`config.mk`:
```
export PLATFORM = sky130hd
export DESIGN_NAME = i2c_evt_slave
export DESIGN_NICKNAME = d
export VERILOG_FILES = /design/src/rtl/i2c_evt_pkg.sv /design/src/rtl/i2c_evt_sync.sv /design/src/rtl/i2c_evt_cond.sv /design/src/rtl/i2c_evt_fsm.sv /design/src/rtl/i2c_evt_slave.sv
export SDC_FILE = /design/constraint.sdc
export NUM_CORES = 1
export LEC_CHECK = 0
export BUFFER_PORTS_ARGS = -buffer_cell sky130_fd_sc_hd__buf_2
export CAP_MARGIN = 20
export CELL_PAD_IN_SITES_DETAIL_PLACEMENT = 1
export CELL_PAD_IN_SITES_GLOBAL_PLACEMENT = 1
export CORE_AREA = 10 10 97 99
export CTS_BUF_LIST = sky130_fd_sc_hd__clkbuf_8
export CTS_CLUSTER_SIZE = 40
export DETAILED_ROUTE_END_ITERATION = 16
export DIE_AREA = 0 0 107 109
export GPL_ROUTABILITY_DRIVEN = 0
export PLACE_DENSITY_LB_ADDON = 0.1
export REMOVE_ABC_BUFFERS = 1
export SLEW_MARGIN = 30
export SYNTH_ARGS = -nofsm -noshare
export SYNTH_HDL_FRONTEND = slang
export SYNTH_HIERARCHICAL = 1
export SYNTH_SLANG_ARGS = --single-unit
```
`constraint.sdc`:
```
create_clock -name clk_i -period 2 [get_ports clk_i]
set_input_delay 0.4 -clock clk_i [delete_from_list [all_inputs] [get_ports clk_i]]
set_output_delay 0.4 -clock clk_i [all_outputs]
set_load 0.01 [all_outputs]
```
`src/rtl/i2c_evt_pkg.sv`:
```
package i2c_evt_pkg;
  localparam int BYTE_W = 8;
  localparam int ADDR_W = 7;
  localparam int CNT_W  = 4;

  typedef enum logic [2:0] {
    ST_IDLE, ST_ADDR, ST_AACK, ST_RX, ST_RACK, ST_TX, ST_TACK, ST_SKIP
  } slv_state_e;

  localparam logic [1:0] RA_CTRL = 2'd0;
  localparam logic [1:0] RA_STAT = 2'd1;
  localparam logic [1:0] RA_SADR = 2'd2;
  localparam logic [1:0] RA_DATA = 2'd3;

  // event index inside the 4-bit flag/enable vectors (maps to reg bits 6:3)
  localparam int EV_START = 3;
  localparam int EV_RX    = 2;
  localparam int EV_TX    = 1;
  localparam int EV_STOP  = 0;
  localparam int EV_N     = 4;
endpackage

```
`src/rtl/i2c_evt_sync.sv`:
```
module i2c_evt_sync #(
  parameter int LINES  = 2,
  parameter int STAGES = 2
) (
  input  logic             clk_i,
  input  logic             rst_ni,
  input  logic [LINES-1:0] in_i,
  output logic [LINES-1:0] out_o
);
  logic [LINES-1:0] pipe [STAGES];

  for (genvar s = 0; s < STAGES; s++) begin : g_stage
    if (s == 0) begin : g_first
      always_ff @(posedge clk_i or negedge rst_ni) begin
        if (!rst_ni) pipe[0] <= '1;
        else         pipe[0] <= in_i;
      end
    end else begin : g_next
      always_ff @(posedge clk_i or negedge rst_ni) begin
        if (!rst_ni) pipe[s] <= '1;
        else         pipe[s] <= pipe[s-1];
      end
    end
  end

  assign out_o = pipe[STAGES-1];
endmodule

```
`src/rtl/i2c_evt_cond.sv`:
```
module i2c_evt_cond (
  input  logic clk_i,
  input  logic rst_ni,
  input  logic scl_i,
  input  logic sda_i,
  output logic scl_rise_o,
  output logic scl_fall_o,
  output logic start_o,
  output logic stop_o
);
  logic scl_q, sda_q;

  always_ff @(posedge clk_i or negedge rst_ni) begin
    if (!rst_ni) begin
      scl_q <= 1'b1;
      sda_q <= 1'b1;
    end else begin
      scl_q <= scl_i;
      sda_q <= sda_i;
    end
  end

  assign scl_rise_o = scl_i & ~scl_q;
  assign scl_fall_o = ~scl_i & scl_q;
  // SDA transitions only count while SCL was and is high
  assign start_o    = scl_i & scl_q & sda_q & ~sda_i;
  assign stop_o     = scl_i & scl_q & ~sda_q & sda_i;
endmodule

```
`src/rtl/i2c_evt_fsm.sv`:
```
module i2c_evt_fsm
  import i2c_evt_pkg::*;
(
  input  logic              clk_i,
  input  logic              rst_ni,
  input  logic              soft_rst_i,
  input  logic              sda_i,
  input  logic              scl_rise_i,
  input  logic              scl_fall_i,
  input  logic              start_i,
  input  logic              stop_i,
  input  logic [ADDR_W-1:0] own_addr_i,
  input  logic [BYTE_W-1:0] tx_data_i,
  input  logic              ack_cfg_i,
  output logic              busy_o,
  output logic              sda_oe_o,
  output logic              ack_in_o,
  output logic [BYTE_W-1:0] rx_data_o,
  output logic [EV_N-1:0]   evt_o
);
  slv_state_e        state_q;
  logic [CNT_W-1:0]  cnt_q;
  logic [BYTE_W-1:0] sh_q;
  logic              rw_q, busy_q, oe_q, ack_in_q;
  logic [EV_N-1:0]   evt_q;

  always_ff @(posedge clk_i or negedge rst_ni) begin
    if (!rst_ni) begin
      state_q   <= ST_IDLE;
      cnt_q     <= '0;
      sh_q      <= '0;
      rw_q      <= 1'b0;
      busy_q    <= 1'b0;
      oe_q      <= 1'b0;
      ack_in_q  <= 1'b0;
      rx_data_o <= '0;
      evt_q     <= '0;
    end else begin
      evt_q <= '0;
      if (soft_rst_i) begin
        state_q <= ST_IDLE;
        busy_q  <= 1'b0;
        oe_q    <= 1'b0;
        cnt_q   <= '0;
      end else if (stop_i) begin
        evt_q[EV_STOP] <= busy_q;
        state_q <= ST_IDLE;
        busy_q  <= 1'b0;
        oe_q    <= 1'b0;
      end else if (start_i) begin
        evt_q[EV_START] <= 1'b1;
        state_q <= ST_ADDR;
        cnt_q   <= '0;
        oe_q    <= 1'b0;
      end else begin
        unique case (state_q)
          ST_ADDR: begin
            if (scl_rise_i) begin
              sh_q  <= {sh_q[BYTE_W-2:0], sda_i};
              cnt_q <= cnt_q + 1'b1;
            end else if (scl_fall_i && cnt_q == CNT_W'(BYTE_W)) begin
              cnt_q <= '0;
              if (sh_q[BYTE_W-1:1] == own_addr_i) begin
                state_q <= ST_AACK;
                oe_q    <= 1'b1;
                busy_q  <= 1'b1;
                rw_q    <= sh_q[0];
              end else begin
                state_q <= ST_SKIP;
              end
            end
          end
          ST_AACK: begin
            if (scl_fall_i) begin
              cnt_q <= '0;
              if (rw_q) begin
                state_q <= ST_TX;
                sh_q    <= tx_data_i;
                oe_q    <= ~tx_data_i[BYTE_W-1];
              end else begin
                state_q <= ST_RX;
                oe_q    <= 1'b0;
              end
            end
          end
          ST_RX: begin
            if (scl_rise_i) begin
              sh_q  <= {sh_q[BYTE_W-2:0], sda_i};
              cnt_q <= cnt_q + 1'b1;
            end else if (scl_fall_i && cnt_q == CNT_W'(BYTE_W)) begin
              evt_q[EV_RX] <= 1'b1;
              rx_data_o    <= sh_q;
              state_q      <= ST_RACK;
              oe_q         <= ~ack_cfg_i;
              cnt_q        <= '0;
            end
          end
          ST_RACK: begin
            if (scl_fall_i) begin
              oe_q    <= 1'b0;
              state_q <= ST_RX;
            end
          end
          ST_TX: begin
            if (scl_fall_i) begin
              if (cnt_q == CNT_W'(BYTE_W - 1)) begin
                evt_q[EV_TX] <= 1'b1;
                state_q      <= ST_TACK;
                oe_q         <= 1'b0;
                cnt_q        <= '0;
              end else begin
                cnt_q <= cnt_q + 1'b1;
                sh_q  <= {sh_q[BYTE_W-2:0], 1'b0};
                oe_q  <= ~sh_q[BYTE_W-2];
              end
            end
          end
          ST_TACK: begin
            if (scl_rise_i) begin
              ack_in_q <= sda_i;
            end else if (scl_fall_i) begin
              if (!ack_in_q) begin
                state_q <= ST_TX;
                sh_q    <= tx_data_i;
                oe_q    <= ~tx_data_i[BYTE_W-1];
              end else begin
                state_q <= ST_SKIP;
              end
            end
          end
          default: ;
        endcase
      end
    end
  end

  assign busy_o   = busy_q;
  assign sda_oe_o = oe_q;
  assign ack_in_o = ack_in_q;
  assign evt_o    = evt_q;

  p_busy_from_addr_r3: assert property (@(posedge clk_i) disable iff (!rst_ni)
    $rose(busy_q) |-> $past(state_q) == ST_ADDR);
  p_idle_released_r3: assert property (@(posedge clk_i) disable iff (!rst_ni)
    state_q == ST_IDLE |-> !oe_q);
  p_stop_to_idle_r4: assert property (@(posedge clk_i) disable iff (!rst_ni)
    (stop_i && !soft_rst_i) |=> (!busy_q && state_q == ST_IDLE));
  p_rx_on_fall_r5: assert property (@(posedge clk_i) disable iff (!rst_ni)
    evt_q[EV_RX] |-> $past(scl_fall_i));
  p_soft_rst_r10: assert property (@(posedge clk_i) disable iff (!rst_ni)
    soft_rst_i |=> (!busy_q && !oe_q));
endmodule

```
`src/rtl/i2c_evt_slave.sv`:
```
module i2c_evt_slave
  import i2c_evt_pkg::*;
#(
  parameter int SYNC_STAGES = 2
) (
  input  logic       clk_i,
  input  logic       rst_ni,
  input  logic       reg_we_i,
  input  logic [1:0] reg_addr_i,
  input  logic [7:0] reg_wdata_i,
  output logic [7:0] reg_rdata_o,
  input  logic       scl_i,
  input  logic       sda_i,
  output logic       sda_oe_o,
  output logic       irq_o
);
  logic              s_scl, s_sda;
  logic              scl_rise, scl_fall, start_det, stop_det;
  logic              busy, ack_in;
  logic [BYTE_W-1:0] rx_data;
  logic [EV_N-1:0]   evt;

  logic [EV_N-1:0]   en_q, flag_q, clr_mask;
  logic              ack_cfg_q;
  logic [ADDR_W-1:0] own_addr_q;
  logic [BYTE_W-1:0] tx_data_q;
  logic              soft_rst;

  i2c_evt_sync #(.LINES(2), .STAGES(SYNC_STAGES)) u_sync (
    .clk_i  (clk_i),
    .rst_ni (rst_ni),
    .in_i   ({scl_i, sda_i}),
    .out_o  ({s_scl, s_sda})
  );

  i2c_evt_cond u_cond (
    .clk_i      (clk_i),
    .rst_ni     (rst_ni),
    .scl_i      (s_scl),
    .sda_i      (s_sda),
    .scl_rise_o (scl_rise),
    .scl_fall_o (scl_fall),
    .start_o    (start_det),
    .stop_o     (stop_det)
  );

  i2c_evt_fsm u_fsm (
    .clk_i      (clk_i),
    .rst_ni     (rst_ni),
    .soft_rst_i (soft_rst),
    .sda_i      (s_sda),
    .scl_rise_i (scl_rise),
    .scl_fall_i (scl_fall),
    .start_i    (start_det),
    .stop_i     (stop_det),
    .own_addr_i (own_addr_q),
    .tx_data_i  (tx_data_q),
    .ack_cfg_i  (ack_cfg_q),
    .busy_o     (busy),
    .sda_oe_o   (sda_oe_o),
    .ack_in_o   (ack_in),
    .rx_data_o  (rx_data),
    .evt_o      (evt)
  );

  assign soft_rst = reg_we_i && reg_addr_i == RA_CTRL && reg_wdata_i[0];
  assign clr_mask = (reg_we_i && reg_addr_i == RA_STAT) ? ~reg_wdata_i[6:3] : '0;

  always_ff @(posedge clk_i or negedge rst_ni) begin
    if (!rst_ni) begin
      en_q       <= '0;
      flag_q     <= '0;
      ack_cfg_q  <= 1'b0;
      own_addr_q <= '0;
      tx_data_q  <= '0;
    end else begin
      // new events win over a same-cycle clear
      flag_q <= (flag_q & ~clr_mask) | evt;
      if (reg_we_i) begin
        unique case (reg_addr_i)
          RA_CTRL: en_q       <= reg_wdata_i[6:3];
          RA_STAT: ack_cfg_q  <= reg_wdata_i[0];
          RA_SADR: own_addr_q <= reg_wdata_i[ADDR_W-1:0];
          RA_DATA: tx_data_q  <= reg_wdata_i;
          default: ;
        endcase
      end
    end
  end

  always_comb begin
    unique case (reg_addr_i)
      RA_CTRL: reg_rdata_o = {1'b0, en_q, 3'b000};
      RA_STAT: reg_rdata_o = {busy, flag_q, 1'b0, ack_in, ack_cfg_q};
      RA_SADR: reg_rdata_o = {1'b0, own_addr_q};
      RA_DATA: reg_rdata_o = rx_data;
      default: reg_rdata_o = '0;
    endcase
  end

  assign irq_o = |(flag_q & en_q);

  p_flag_sticky_r8: assert property (@(posedge clk_i) disable iff (!rst_ni)
    (($past(flag_q) & ~$past(clr_mask)) & ~flag_q) == '0);
  p_irq_source_r9: assert property (@(posedge clk_i) disable iff (!rst_ni)
    irq_o |-> (en_q != '0 && flag_q != '0));
endmodule

```
After elaboration in Yosys (flattened, before gate mapping)
Cells that the tools add are included.
{"block": "op_classes", "addsub": 1, "eq_ne": 38, "muxes": 69, "n_bitwise": 23, "n_reduce_logical": 25}
{"operator": "$mux W8", "n": 8}
{"operator": "$pmux W8 S4", "n": 2}
{"operator": "$mux W3", "n": 16}
{"operator": "$mux W4", "n": 10}
{"operator": "$ne A5 B4 Y1 const B", "n": 8}
{"operator": "$mux W1", "n": 28}
{"operator": "$reduce_and A12 Y1", "n": 2}
{"operator": "$ne A5 B5 Y1 const B", "n": 4}
{"operator": "$pmux W3 S6", "n": 1}
{"operator": "$reduce_and A5 Y1", "n": 3}
{"operator": "$ne A2 B1 Y1 const B", "n": 6}
{"operator": "$pmux W4 S3", "n": 1}
{"operator": "$not A1 Y1", "n": 11}
{"operator": "$reduce_and A11 Y1", "n": 1}
{"operator": "$eq A3 B3 Y1 const B", "n": 3}
{"operator": "$reduce_bool A3 Y1", "n": 3}
{"operator": "$reduce_bool A9 Y1", "n": 1}
{"operator": "$and A4 B4 Y4", "n": 2}
{"operator": "$ne A4 B3 Y1 const B", "n": 2}
{"operator": "$not A4 Y4", "n": 2}
{"operator": "$reduce_and A2 Y1", "n": 4}
{"operator": "$and A1 B1 Y1", "n": 7}
{"operator": "$eq A7 B7 Y1", "n": 1}
{"operator": "$reduce_and A7 Y1", "n": 1}
{"operator": "20 further kinds", "n": 29}
{"block": "word_totals", "register_bits": 61, "in_bits": 15, "output_inout_bits": 10, "elab_cells": 174}

Logic depth before layout (Yosys ltp)
{"block": "depth", "ltp_word": 9, "mapped_depth": 8, "depth_no_buf": 7}

Cells and area by module
Netlist, hierarchy kept.
{"mod": "i2c_evt_fsm", "n_inst": 1, "cells_per_inst": 191, "area_per_inst_um2": 1923.1}
{"mod": "i2c_evt_slave", "n_inst": 1, "cells_per_inst": 80, "area_per_inst_um2": 1176.1}
{"mod": "i2c_evt_sync", "n_inst": 1, "cells_per_inst": 6, "area_per_inst_um2": 120.1}
{"mod": "i2c_evt_cond", "n_inst": 1, "cells_per_inst": 6, "area_per_inst_um2": 85.1}

Least setup slack after synthesis
Ideal clock, no wire load.
{"block": "synth_timing", "kind": "reg-to-reg", "from": "register u_sync.pipe, in the netlist u_sync/out_o[0]", "to": "register u_fsm.rx_data_o[0]", "setup_time_ns": 0.125, "arrival_ns": 2.048, "required_time_ns": 1.875, "setup_slack_ns": -0.172, "path_stages_with_launch": 7, "n_path_buf": 1, "path_cell_list": "dfstp_2 -> buf_4 -> and4b_1 -> nor3_4 -> nand2_1 -> nor4_4 -> mux2_2"}
{"block": "synth_via", "elab_chain_cells": 4, "elab_cells_between_ends": 6, "classes_between": "5 x bitwise; 1 x reduce/logical"}
{"element": "start, declared", "line_no": "i2c_evt_sync.sv:10", "text": "logic [LINES-1:0] pipe [STAGES];"}
{"element": "start signal, assigned by index", "line_no": "i2c_evt_sync.sv:21", "text": "else pipe[s] <= pipe[s-1];"}
{"element": "$not A1 Y1", "line_no": "i2c_evt_cond.sv:26", "text": "assign start_o = scl_i & scl_q & sda_q & ~sda_i;"}
{"element": "$and A1 B1 Y1", "line_no": "i2c_evt_cond.sv:26"}
{"element": "net start_det", "line_no": "i2c_evt_slave.sv:18", "text": "logic scl_rise, scl_fall, start_det, stop_det;"}
{"element": "$not A1 Y1 (no line)"}
{"element": "$reduce_and A6 Y1 (no line)"}
{"element": "end signal, assigned", "line_no": "i2c_evt_fsm.sv:92", "text": "rx_data_o <= sh_q;"}
{"element": "end, declared", "line_no": "i2c_evt_fsm.sv:18", "text": "output logic [BYTE_W-1:0] rx_data_o,"}
The timed path passes the listed nets, and every way through them passes these cells.
A chain may end at the register's enable or synchronous reset.

Worst setup path after layout
{"block": "layout_timing", "from": "register u_sync.pipe, in the netlist u_sync/out_o[0]", "to": "register u_fsm.rx_data_o[1]"}
The elaborated chain is that of the path after synthesis.

==> run metrics <==
worst vdd ir=0.000476 V; final core utilization=55.4%; final hold slack=0.0643 ns; chip height=109 um; internal power=3.28 mW; Synth async-reset ratio=100%; vias=2542; Max-cap violations=0; Diodes inserted=0; first-pass GRT wire length=14.5 mm; H-tree depth=3; Max Root-Sink Buffers=2; Final #Nets=367; Final setup viols=17; crit-path max FO=8; switching part of the total=36.8%; Worst-Skew Late Latency=0.33 ns; DR WL/cell=19.6 um; placed cell count=436; CTS Hold Bufs=0; Tot Pwr=5.19 mW; failing checks=setup timing; largest net degree at the start of global routing=62; Core Box Area=0.00753 mm2; worst slack, placed=-0.325 ns; CTS buffer count=9; Pleak=1.93 nW; met3 Use GR=3.01%; Starting Density=43.9%; max_slew headroom=68.8%; FMAX=485 MHz; Initial DRC Count=89; minimum clock period=2.06 ns; Final period util=103%; setup ws final=-0.0624 ns; Post-DP Area=0.00379 mm2; Critical Path RT=2.21 ns; dpl hpwl=6.70 mm; P&R area growth vs syn=26.3%; Fin Setup TNS=-0.423 ns; initial antenna violation count=0; Yosys top cell by area=dfrtp_1; Reg power frac=35.0%; EDFF count, synth=0; CTS Root Cell=clkbuf_8; CTS tree=done; Detailed Routing Iterations Pass 1=4; met2 usage=25.2%; io pins=25; NetSw=1.91 mW; delay of the slowest critical-path stage=0.54 ns; Setup Crit Path Kind=register to register; most common cell in the synthesized netlist=dfrtp_1; Fillers=833; PortBufs=24; worst min path class=input port to async pin; die footprint=0.0117 mm2; Synth Warn #=6; cell chain of the critical path=and4b_2, nor3_4, nand2_2, nor4_4, buf_6, mux2_2; Die W=107 um; GR Util met1=21.7%; endpoints failing hold=0; combinational power share=44.6%; Max stage delay cell, worst path=dfstp_2; startpoint types=register; Clock power frac=20.4%; Post-Layout Inst Area=0.00417 mm2; register area=0.00153 mm2; gr usage total=15.8%; top cells by count, synth=dfrtp_1, mux2_2, nand2_1, nor2_1, a21oi_1; vias in the first global route=2701; PD cells=1240 mW/mm2; drt via density=5.56; Mapped Avg Cell Area=11.7 um2; Post-Syn Area=0.00330 mm2; Max Slew Vio Count=0; Detailed Route WL=8.95 mm; Slew @ Worst Pin=0.462 ns; Synth top area share=41.7%; sequential area share after synthesis=46.4%; grt total ovfl=0; crit path DAT=2.28 ns; # DRC=0; Synth Instances=283; clock sinks=61; number of synthesized register bits=61; synth unique cells=61; Top FF cell, synth=dfrtp_1; Area contributors post-synth=dfrtp_1, mux2_2, dfstp_2, nand2_1, nor2_1; post-route ant nets=0; row count=32; post-route insts no fill=457; crit end category=register; status=finished with violations; RSZ-0062 raised after global routing=true; area occupied by multi-input gates=0.00179 mm2; fraction of layout cells with a size suffix above 1=45.4%; busiest grt layer=met2; clock skew=0.0142 ns; Clock Pin Slew Worst Setup and Hold Paths=0.07 ns
-- power groups by stage --
stage	sequential [mW]	clock, mW	combinational, mW
global placement	1.79	0	2.01
floorplan	1.76	0	1.26
finish	1.81	1.06	2.31
global route	1.85	1.14	2.53
CTS	1.80	1.09	2.27
detailed placement	1.80	0	2.08
-- worst max-delay path, delay by kind of cell, from the launching register on --
kind,cells,cell delay (ns)
multiplexers,1,0.35
flip-flops,1,0.54
buffers and inverters,1,0.20
AND/OR/NAND/NOR,4,0.86
-- registers in the layout (all words and copies together), names as in the netlist --
register / count
u_fsm/evt_o: 4
u_cond/sda_q: 1
u_fsm/sh_q: 8
u_fsm/cnt_q: 4
u_fsm/rx_data_o: 8
u_fsm/ack_in_o: 1
u_fsm/busy_o: 1
u_fsm/state_q: 3
ack_cfg_q: 1
tx_data_q: 8
own_addr_q: 7
en_q: 4
u_fsm/rw_q: 1
u_fsm/sda_oe_o: 1
u_sync/out_o: 2
u_cond/scl_q: 1
u_sync/pipe: 2
flag_q: 4
-- area by class of cell --
cell class	instances	share of cell area, %
tap	102	3.06
sequential	61	36.8
timing repair buffer	69	12.1
clock inverter	7	1.59
inverter	8	0.720
clock buffer	9	2.97
multi-input combinational	201	42.8
-- kinds of logic (layout without fill, tap and decap cells) --
logic type | after synthesis | after routing | synth area share (%)
compound gates | 50 | 50 | 10.5
xor+xnor | 8 | 8 | 2.12
buf+inv | 21 | 93 | 3.60
flops | 61 | 61 | 46.4
fa+ha+maj | 2 | 2 | 0.757
mux | 54 | 54 | 19.9
simple gates | 87 | 87 | 16.7
-- cells in the final DEF (no fill, tap or decap), types with 7 or more instances in the layout --
master,n
inv_1,9
nand2_1,19
xnor2_1,7
buf_2,24
clkbuf_8,9
a21oi_1,9
mux2_4,14
buf_4,37
dfrtp_1,55
nor2_1,18
mux2_2,33
-- worst paths after layout --
| check | from | endpoint | slack (ns) | cells after the start |
|---|---|---|---|---|
| worst max-delay path | u_sync/out_o[0] | u_fsm/rx_data_o[1] | -0.06 | 6 |
| worst min-delay path | rst_ni | u_fsm/state_q[2] | 0.06 | 2 |
| worst max register to register | u_sync/out_o[0] | u_fsm/rx_data_o[1] | -0.06 | 6 |
| worst min register to register | u_sync/pipe[2] | u_sync/out_o[0] | 0.35 | 0 |
| max in group asynchronous | rst_ni | u_sync/pipe[2] | 1.60 | 2 |
| min in group clk_i | scl_i | u_sync/pipe[3] | 0.17 | 1 |
-- metal layers --
metal	wire, um	share of wire [%]
met5	0	0
met4	19	0.21
met3	237	2.6
met2	4310	48
met1	4380	49
-- timing repair --
| action | in CTS | in global routing |
|---|---|---|
| setup buffers | 2 | 3 |
| endpoints found under the setup margin | 25 | 26 |
| pin swaps | 4 | 9 |
| resized for setup | 27 | 14 |
(Power assumes the default switching activity.)
